`src/rtl/scb_pkg.sv`:
```
// Package: shared types for the register hazard issue scoreboard.
// Assumes nothing beyond a single clock domain.
package scb_pkg;

    // Life cycle of one execution unit slot.
    typedef enum logic [1:0] {
        SLOT_IDLE = 2'd0,   // no instruction held
        SLOT_WAIT = 2'd1,   // assigned, waiting for source operands
        SLOT_EXEC = 2'd2,   // operands read, unit computing
        SLOT_HOLD = 2'd3    // result ready, write held by a pending reader
    } slot_state_e;

endpackage

```
`src/rtl/scb_pend_table.sv`:
```
// Module: per-register pending-writer table.
// Each register has a valid bit and the index of the unit that will write it.
// Assumes set and clear of the same register never coincide, because the
// top refuses a second writer to a register that is still pending.
module scb_pend_table #(
    parameter int NUM_REGS  = 8,
    parameter int NUM_UNITS = 4,
    localparam int REG_W    = $clog2(NUM_REGS),
    localparam int UNIT_W   = $clog2(NUM_UNITS)
) (
    input  logic                               clk,
    input  logic                               rst_n,
    input  logic                               set_en,
    input  logic [REG_W-1:0]                   set_reg,
    input  logic [UNIT_W-1:0]                  set_unit,
    input  logic [NUM_UNITS-1:0]               unit_wr,
    output logic [NUM_REGS-1:0]                pend_vld,
    output logic [NUM_REGS-1:0][UNIT_W-1:0]    pend_unit
);

    for (genvar r = 0; r < NUM_REGS; r++) begin : g_reg
        logic clr_r;
        // The recorded owner releasing its write clears the entry.
        assign clr_r = pend_vld[r] && unit_wr[pend_unit[r]];

        // Hold the pending flag and owner of register r.
        always_ff @(posedge clk) begin
            if (!rst_n) begin
                pend_vld[r]  <= 1'b0;
                pend_unit[r] <= '0;
            end else if (set_en && (set_reg == REG_W'(r))) begin
                pend_vld[r]  <= 1'b1;
                pend_unit[r] <= set_unit;
            end else if (clr_r) begin
                pend_vld[r]  <= 1'b0;
            end
        end
    end

endmodule

```
`src/rtl/scb_unit_slot.sv`:
```
// Module: issue state for one execution unit.
// Holds the assigned instruction's registers and per-source ready bits.
// Raises start when both sources are ready. Grants the write on completion
// unless a write-after-read block is present, in which case it holds.
// Assumes done_i is meaningful only while the slot is executing.
module scb_unit_slot
    import scb_pkg::*;
#(
    parameter int NUM_REGS = 8,
    localparam int REG_W   = $clog2(NUM_REGS)
) (
    input  logic                 clk,
    input  logic                 rst_n,
    input  logic                 assign_en,
    input  logic [REG_W-1:0]     src_a,
    input  logic [REG_W-1:0]     src_b,
    input  logic [REG_W-1:0]     dst,
    input  logic                 rdy_a_init,
    input  logic                 rdy_b_init,
    input  logic [NUM_REGS-1:0]  reg_written,
    input  logic                 done_i,
    input  logic                 war_block,
    output logic                 busy_o,
    output logic                 start_o,
    output logic                 wr_en_o,
    output logic [REG_W-1:0]     dst_o,
    output logic [NUM_REGS-1:0]  need_o
);

    slot_state_e      state_q;
    logic [REG_W-1:0] sa_q, sb_q, d_q;
    logic             ra_q, rb_q;
    logic             finish;

    // Start, finish and write-grant decisions for this cycle.
    always_comb begin
        start_o = (state_q == SLOT_WAIT) && ra_q && rb_q;
        finish  = (state_q == SLOT_EXEC) && done_i;
        wr_en_o = (finish || (state_q == SLOT_HOLD)) && !war_block;
    end

    assign busy_o = (state_q != SLOT_IDLE);
    assign dst_o  = d_q;

    // Registers this slot has yet to read whose current value is the one it wants.
    always_comb begin
        need_o = '0;
        if (state_q == SLOT_WAIT) begin
            if (ra_q) need_o[sa_q] = 1'b1;
            if (rb_q) need_o[sb_q] = 1'b1;
        end
    end

    // Slot state, captured registers and ready bits.
    always_ff @(posedge clk) begin
        if (!rst_n) begin
            state_q <= SLOT_IDLE;
            sa_q    <= '0;
            sb_q    <= '0;
            d_q     <= '0;
            ra_q    <= 1'b0;
            rb_q    <= 1'b0;
        end else begin
            case (state_q)
                SLOT_IDLE: begin
                    if (assign_en) begin
                        state_q <= SLOT_WAIT;
                        sa_q    <= src_a;
                        sb_q    <= src_b;
                        d_q     <= dst;
                        ra_q    <= rdy_a_init;
                        rb_q    <= rdy_b_init;
                    end
                end
                SLOT_WAIT: begin
                    ra_q <= ra_q || reg_written[sa_q];
                    rb_q <= rb_q || reg_written[sb_q];
                    if (start_o) state_q <= SLOT_EXEC;
                end
                SLOT_EXEC: begin
                    if (wr_en_o)     state_q <= SLOT_IDLE;
                    else if (finish) state_q <= SLOT_HOLD;
                end
                default: begin
                    if (wr_en_o) state_q <= SLOT_IDLE;
                end
            endcase
        end
    end

endmodule

```
`src/rtl/scb_issue_ctrl.sv`:
```
// Module: register hazard issue scoreboard (top).
// Takes one decoded instruction at a time. Gates assignment on unit
// availability and on write-after-write; slots gate start on read-after-write;
// write-back is gated per unit on write-after-read.
// Assumes in_unit < NUM_UNITS and one done_i strobe per started instruction.
module scb_issue_ctrl
    import scb_pkg::*;
#(
    parameter int NUM_REGS  = 8,
    parameter int NUM_UNITS = 4,
    localparam int REG_W    = $clog2(NUM_REGS),
    localparam int UNIT_W   = $clog2(NUM_UNITS)
) (
    input  logic                  clk,
    input  logic                  rst_n,
    input  logic                  in_valid,
    output logic                  in_ready,
    input  logic [REG_W-1:0]      in_src_a,
    input  logic [REG_W-1:0]      in_src_b,
    input  logic [REG_W-1:0]      in_dst,
    input  logic [UNIT_W-1:0]     in_unit,
    input  logic [NUM_UNITS-1:0]  done_i,
    output logic [NUM_UNITS-1:0]  assign_oh,
    output logic [NUM_UNITS-1:0]  start_o,
    output logic [NUM_UNITS-1:0]  wr_en_o,
    output logic [NUM_REGS-1:0]   wr_reg_o
);

    logic [NUM_REGS-1:0]              pend_vld;
    logic [NUM_REGS-1:0][UNIT_W-1:0]  pend_unit;
    logic [NUM_UNITS-1:0]             slot_busy;
    logic [NUM_UNITS-1:0]             war_block;
    logic [NUM_UNITS-1:0][REG_W-1:0]  slot_dst;
    logic [NUM_UNITS-1:0][NUM_REGS-1:0] slot_need;
    logic                             accept;
    logic                             rdy_a_init, rdy_b_init;

    // Assignment gate: requested unit free and no pending writer of the destination.
    always_comb begin
        in_ready = !slot_busy[in_unit] && !pend_vld[in_dst];
        accept   = in_valid && in_ready;
        for (int u = 0; u < NUM_UNITS; u++)
            assign_oh[u] = accept && (in_unit == UNIT_W'(u));
    end

    // Source readiness at assignment, counting a write-back in this very cycle.
    always_comb begin
        rdy_a_init = !pend_vld[in_src_a] || wr_reg_o[in_src_a];
        rdy_b_init = !pend_vld[in_src_b] || wr_reg_o[in_src_b];
    end

    // Register file write enables decoded from the granted units.
    always_comb begin
        wr_reg_o = '0;
        for (int u = 0; u < NUM_UNITS; u++)
            if (wr_en_o[u]) wr_reg_o[slot_dst[u]] = 1'b1;
    end

    // Write-after-read block: another slot still has to read this slot's destination.
    always_comb begin
        for (int u = 0; u < NUM_UNITS; u++) begin
            logic [NUM_REGS-1:0] others;
            others = '0;
            for (int v = 0; v < NUM_UNITS; v++)
                if (v != u) others = others | slot_need[v];
            war_block[u] = others[slot_dst[u]];
        end
    end

    scb_pend_table #(
        .NUM_REGS  (NUM_REGS),
        .NUM_UNITS (NUM_UNITS)
    ) u_pend (
        .clk       (clk),
        .rst_n     (rst_n),
        .set_en    (accept),
        .set_reg   (in_dst),
        .set_unit  (in_unit),
        .unit_wr   (wr_en_o),
        .pend_vld  (pend_vld),
        .pend_unit (pend_unit)
    );

    for (genvar u = 0; u < NUM_UNITS; u++) begin : g_slot
        scb_unit_slot #(
            .NUM_REGS (NUM_REGS)
        ) u_slot (
            .clk         (clk),
            .rst_n       (rst_n),
            .assign_en   (assign_oh[u]),
            .src_a       (in_src_a),
            .src_b       (in_src_b),
            .dst         (in_dst),
            .rdy_a_init  (rdy_a_init),
            .rdy_b_init  (rdy_b_init),
            .reg_written (wr_reg_o),
            .done_i      (done_i[u]),
            .war_block   (war_block[u]),
            .busy_o      (slot_busy[u]),
            .start_o     (start_o[u]),
            .wr_en_o     (wr_en_o[u]),
            .dst_o       (slot_dst[u]),
            .need_o      (slot_need[u])
        );
    end

endmodule

```
`config.mk`:
```
export PLATFORM = sky130hd
export DESIGN_NAME = scb_issue_ctrl
export DESIGN_NICKNAME = d
export VERILOG_FILES = /design/src/rtl/scb_pkg.sv /design/src/rtl/scb_pend_table.sv /design/src/rtl/scb_unit_slot.sv /design/src/rtl/scb_issue_ctrl.sv
export SDC_FILE = /design/constraint.sdc
export NUM_CORES = 1
export LEC_CHECK = 0
export BUFFER_PORTS_ARGS = -buffer_cell sky130_fd_sc_hd__buf_2
export CAP_MARGIN = 20
export CORE_ASPECT_RATIO = 1.4
export CORE_MARGIN = 3
export CORE_UTILIZATION = 60
export CTS_CLUSTER_DIAMETER = 120
export DETAILED_ROUTE_END_ITERATION = 7
export HOLD_SLACK_MARGIN = 0.03
export PLACE_DENSITY = 0.77
export REMOVE_ABC_BUFFERS = 1
export SLEW_MARGIN = 20
export SYNTH_ARGS = -nofsm -noshare
export SYNTH_HDL_FRONTEND = slang
export SYNTH_SLANG_ARGS = --single-unit
```
`constraint.sdc`:
```
create_clock -name clk -period 3 [get_ports clk]
set_clock_uncertainty 0.1 [all_clocks]
set_input_delay 0.45 -clock clk [delete_from_list [all_inputs] [get_ports clk]]
set_output_delay 0.45 -clock clk [all_outputs]
set_load 0.03 [all_outputs]
```
==> results of run 1 <==
cell families after synthesis:
kind of cell           count (synthesis)
AND/OR/NAND/NOR                      390
multiplexers                          47
AO/OA/AOI/OAI                        201
buffers and inverters                117
flip-flops                            76
per-layer routing:
layer	GRT usage	GRT overflow
met4	0.702	2
met3	0.525	0
met5	0.197	0
met2	0.872	2
met1	0.672	0
timing repair:
action,CTS
pin swaps,23
setup endpoints to repair,29
gates resized for setup,94
setup buffers,23
hold buffers,0
through the flow:
| step | std cells | setup TNS, ps |
|---|---|---|
| CTS | 1131 | -78.4 |
| floorplan | 747 | -3860 |
| detailed placement | 1096 | -518 |
| global placement | 1096 | -44.2 |
==> results_dict.tcl, run 1 <==
set metrics [dict create \
    status "aborted with a tool error" \
    last-stage-reached "global routing" \
    error_line "[ERROR GRT-0232] Routing congestion too high. Check the congestion heatmap in the GUI." \
    dp_hpwl_mm 19.5 \
    synth.yosys.seq_area_share 0.242 \
    gp_congestion 1.02 \
    die_h_um 127 \
    top_level_ports 39 \
    synth_top_family_by_area "simple AND/OR/NAND/NOR gates" \
    synth_simple_gate_area_frac 0.365 \
    preCtsSetupSlack_ps -105 \
    post_synth_most_frequent_cells "sky130_fd_sc_hd__nand2_1, sky130_fd_sc_hd__dfxtp_1, sky130_fd_sc_hd__nor2_1" \
    synth_most_common_cell "sky130_fd_sc_hd__nand2_1" \
    synth.largest_area_cell "sky130_fd_sc_hd__dfxtp_1" \
    grt_max_degree 32 \
    global_route.overflow_total 4 \
    fp-row-count 43 \
    synth_top_cell_area_share 0.242 \
    numPortBuffers 38 \
    number_of_distinct_library_cells_after_synthesis 79 \
    worstEpCategory "primary output" \
    synth_cells 831 \
    globalRouteTotalUtil 0.690 \
    syn_area_sq_um 6290 \
    average_cell_area_after_synthesis_sq_um 7.57 \
    cts_buffers 9 \
    synth_fa_ha_area_frac 0 \
    synthFlopType "sky130_fd_sc_hd__dfxtp_1" \
    synth_seq_cells 76 \
    cts_max_path_buffers 2 \
    yosys_warnings 0 \
    netlist_top_cells_area "sky130_fd_sc_hd__dfxtp_1, sky130_fd_sc_hd__nand2_1, sky130_fd_sc_hd__mux2i_1, sky130_fd_sc_hd__and4b_1, sky130_fd_sc_hd__nor4bb_1" \
    synth-edff-count 0 \
    synth.area.mux_share 0.0807 \
    placed_area_sq_um 7590 \
    die_w_um 92.6 \
    post_synth_xor_area_fraction 0 \
    clock_tree.root_cell "sky130_fd_sc_hd__clkbuf_16" \
    postSynth.asyncResetShare 0 \
    clock-sinks 76 \
    compound_cell_area_share_of_the_yosys_netlist 0.229 \
    floorplan.initialDensity 0.626 \
    ctsHtreeMaxLevel 3 \
    postGrtWorstEndpoint "wr_en_o[1]" \
]
==> inputs of run 2 (changes only) <==
--- a/config.mk
+++ b/config.mk
@@ -7,13 +7,10 @@
 export LEC_CHECK = 0
 export BUFFER_PORTS_ARGS = -buffer_cell sky130_fd_sc_hd__buf_2
 export CAP_MARGIN = 20
-export CORE_ASPECT_RATIO = 1.4
 export CORE_MARGIN = 3
-export CORE_UTILIZATION = 60
-export CTS_CLUSTER_DIAMETER = 120
+export CORE_UTILIZATION = 40
 export DETAILED_ROUTE_END_ITERATION = 7
-export HOLD_SLACK_MARGIN = 0.03
-export PLACE_DENSITY = 0.77
+export PLACE_DENSITY_LB_ADDON = 0.15
 export REMOVE_ABC_BUFFERS = 1
 export SLEW_MARGIN = 20
 export SYNTH_ARGS = -nofsm -noshare
==> run 2 against run 1 <==
Compared with the run above: the flow now finishes, with violations (setup timing); synthesized cell count stayed put; area after synthesis unchanged.
==> results_dict.tcl, run 2 <==
set metrics [dict create \
    status "complete, but fails checks" \
    failing_checks "setup timing" \
    worst_skew_pair.late_latency_ps 350 \
    number_of_distinct_library_cells_after_synthesis 79 \
    crit_path_leading_delay_family "compound AO/OA/AOI/OAI gates" \
    global_route_wire_length_before_repair_mm 40.4 \
    unrepaired_setup_endpoints_after_global_routing "yes" \
    max-vdd-ir-drop_mv 0.292 \
    clock_tree.root_cell "sky130_fd_sc_hd__clkbuf_16" \
    worstPathBufferInverterCount 4 \
    synth.yosys.seq_area_share 0.242 \
    routed_wire_length_per_instance_um 21.8 \
    power.share.switching 0.272 \
    least_margin_pin_slew_ps 699 \
    drt_pass1_iterations 6 \
    combinationalPowerShare 0.159 \
    mostFrequentLayoutCells "sky130_fd_sc_hd__buf_4, sky130_fd_sc_hd__nand2_1, sky130_fd_sc_hd__nor2_1, sky130_fd_sc_hd__dfxtp_1, sky130_fd_sc_hd__mux2i_1" \
    drv_slew 0 \
    clkPwrFrac 0.459 \
    critPathCaptureType "output port" \
    tritoncts_clock_tree "built" \
    top_register "u_pend.pend_unit" \
    ctsHtreeMaxLevel 3 \
    worst_path_largest_cell_delay_ps 390 \
    power_density_nw_per_um2 314 \
    n_antenna_cell 0 \
    detailedRoute.firstIterationViolations 716 \
    synth.area.mux_share 0.0807 \
    dp.cells 1175 \
    syn_area_sq_um 6290 \
    top_level_ports 39 \
    route.vias.total 7359 \
    area_of_all_placed_cells_without_fillers_sq_um 8960 \
    seq_power_share 0.382 \
    number_of_global_route_vias_before_repair 7048 \
    dp_hpwl_mm 19.9 \
    synth_top_family_by_area "simple AND/OR/NAND/NOR gates" \
    p_int_mw 2.05 \
    worstRegToRegCells 12 \
    synth-edff-count 0 \
    synth_simple_gate_area_frac 0.365 \
    final_nets 1019 \
    rr_startpoint "g_slot[3].u_slot.sb_q[1]" \
    critical_path_cell_sequence "buf_4 > nor4bb_1 > o21ai_1 > buf_4 > a32oi_1 > o22ai_2 > a31o_2 > buf_4 > buf_4" \
    finish.utilization 0.585 \
    globalRouteTotalUtil 0.297 \
    preCtsSetupSlack_ps -23.6 \
    holdBufCountCts 0 \
    grt_antenna_before_repair 1 \
    clk_pin_slew_worst_paths_ps 60 \
    hold_path_startpoint "in_src_b[0]" \
    core_area_sq_um 15300 \
    synth_seq_cells 76 \
    clock-sinks 76 \
    number_of_cells_on_the_worst_hold_path 3 \
    setup_viol_count_final 3 \
    postSynth.asyncResetShare 0 \
    numPortBuffers 38 \
    fmaxAchievable_mhz 328 \
    compound_cell_area_share_of_the_yosys_netlist 0.229 \
    detail_route.drc_violations 0 \
    critical_path_maximum_fanout 13 \
    largest_register_ffs 16 \
    timing_worst_setup_path_type "register to output port" \
    synth_fa_ha_area_frac 0 \
    gp_congestion 1.02 \
    fin_ws_ps -52.5 \
    crit_slowest_cell "sky130_fd_sc_hd__dfxtp_2" \
    grt_max_degree 69 \
    layout.cells.most_common "sky130_fd_sc_hd__buf_4" \
    crit_path_most_repeated_cell "sky130_fd_sc_hd__buf_4" \
    finalCritPeriodShare 1.02 \
    cts_max_path_buffers 2 \
    yosys_warnings 0 \
    synth.largest_area_cell "sky130_fd_sc_hd__dfxtp_1" \
    holdCritPathClass "input pin to register" \
    die_w_um 131 \
    start_kind "register" \
    drv_cap 0 \
    placed_area_sq_um 7700 \
    synth_most_common_cell "sky130_fd_sc_hd__nand2_1" \
    switchingPower_uw 767 \
    post-route-min-period_ps 3050 \
    post_synth_xor_area_fraction 0 \
    average_cell_area_after_synthesis_sq_um 7.57 \
    global_route.overflow_total 0 \
    worstReg2RegEnd "g_slot[3].u_slot.rb_q" \
    synth_cells 831 \
    floorplan.initialDensity 0.411 \
    synth_top_cell_area_share 0.242 \
    final_layout_size_suffix_gt1_frac 0.398 \
    timing.slew.headroom 0.534 \
    report.power.total_mw 2.82 \
    syn2layout_area_growth_pct 42.4 \
    cp.required_ps 2450 \
    synthFlopType "sky130_fd_sc_hd__dfxtp_1" \
    die_h_um 131 \
    finalHoldViolations 0 \
    route.detailed.vias_per_inst 6.05 \
    r2r_setup_slack_ps 70 \
    route.final.wire_length_mm 26.5 \
    netlist_top_cells_area "sky130_fd_sc_hd__dfxtp_1, sky130_fd_sc_hd__nand2_1, sky130_fd_sc_hd__mux2i_1, sky130_fd_sc_hd__and4b_1, sky130_fd_sc_hd__nor4bb_1" \
    critical_path_arrival_ps 2500 \
    hold_path_end "g_slot[0].u_slot.sb_q[0]" \
    cts_buffers 9 \
    final_cells 1217 \
    total_leakage_power_nw 3.67 \
    route.antenna.remaining_nets 0 \
    fp-row-count 45 \
    die_area_sq_um 17300 \
    post_synth_most_frequent_cells "sky130_fd_sc_hd__nand2_1, sky130_fd_sc_hd__dfxtp_1, sky130_fd_sc_hd__nor2_1" \
]
-- run 2: worst max-delay path by stage --
stage                                        start                     to  slack, ps  cells after the start
after floorplan           g_slot[3].u_slot.sa_q[0]  g_slot[2].u_slot.rb_q       -500                      8
after global placement                   in_dst[0]  g_slot[2].u_slot.ra_q        -50                     10
after detailed placement                 in_dst[0]  g_slot[2].u_slot.ra_q        -20                     10
after CTS                    g_slot[2].u_slot.rb_q             wr_en_o[0]       -100                     11
after global routing      g_slot[2].u_slot.sa_q[2]             wr_en_o[0]       -110                     12
final                     g_slot[3].u_slot.sb_q[1]            wr_reg_o[2]        -50                      9
-- run 2: metal layers --
metal / track usage / wire length [um]
met5: 0 / 13
met4: 0.148 / 1110
met3: 0.0486 / 1640
met2: 0.463 / 12100
met1: 0.399 / 11600
-- run 2: logic make-up (layout without fill, tap and decap cells) --
group	after synthesis	after routing
buf+inv	117	292
simple gates	390	390
compound gates	201	201
mux	47	47
flops	76	76
-- run 2: timing repair --
item                                    in CTS  in global routing
endpoints found under the setup margin      16                 26
resized for setup                          101                 94
pin swaps                                   19                 30
buffers inserted                            15                 14
-- run 2: stage by stage --
| stage | hold slack (ps) | TNS, ps |
|---|---|---|
| final | 360 | -140 |
| after detailed placement | 385 | -99.5 |
| after floorplan | 381 | -3860 |
| after global routing | 362 | -625 |
| after global placement | 367 | -117 |
| after CTS | 351 | -206 |
-- run 2: tightest hold or removal path: cells and delay by family --
kind	cells	cell delay, ps
AND/OR/NAND/NOR	1	90
AO/OA/AOI/OAI	1	50
buffers and inverters	1	180
-- run 2: area by class of cell --
type	count	area [sq um]
fillers	1425	6350
flip-flops and latches	76	1600
inverters	33	130
clock buffers	9	225
well taps	211	264
repair buffers	243	1840
multi-input cells	638	4780
clock inverters	7	121
-- run 2: power groups by stage --
stage / logic (mW) / clock network [mW] / registers (mW)
floorplan: 0.170 / 0 / 1.11
global placement: 0.393 / 0 / 1.10
detailed placement: 0.400 / 0 / 1.10
CTS: 0.420 / 1.31 / 1.08
global route: 0.476 / 1.35 / 1.08
finish: 0.448 / 1.29 / 1.08
(Power assumes the default switching activity.)
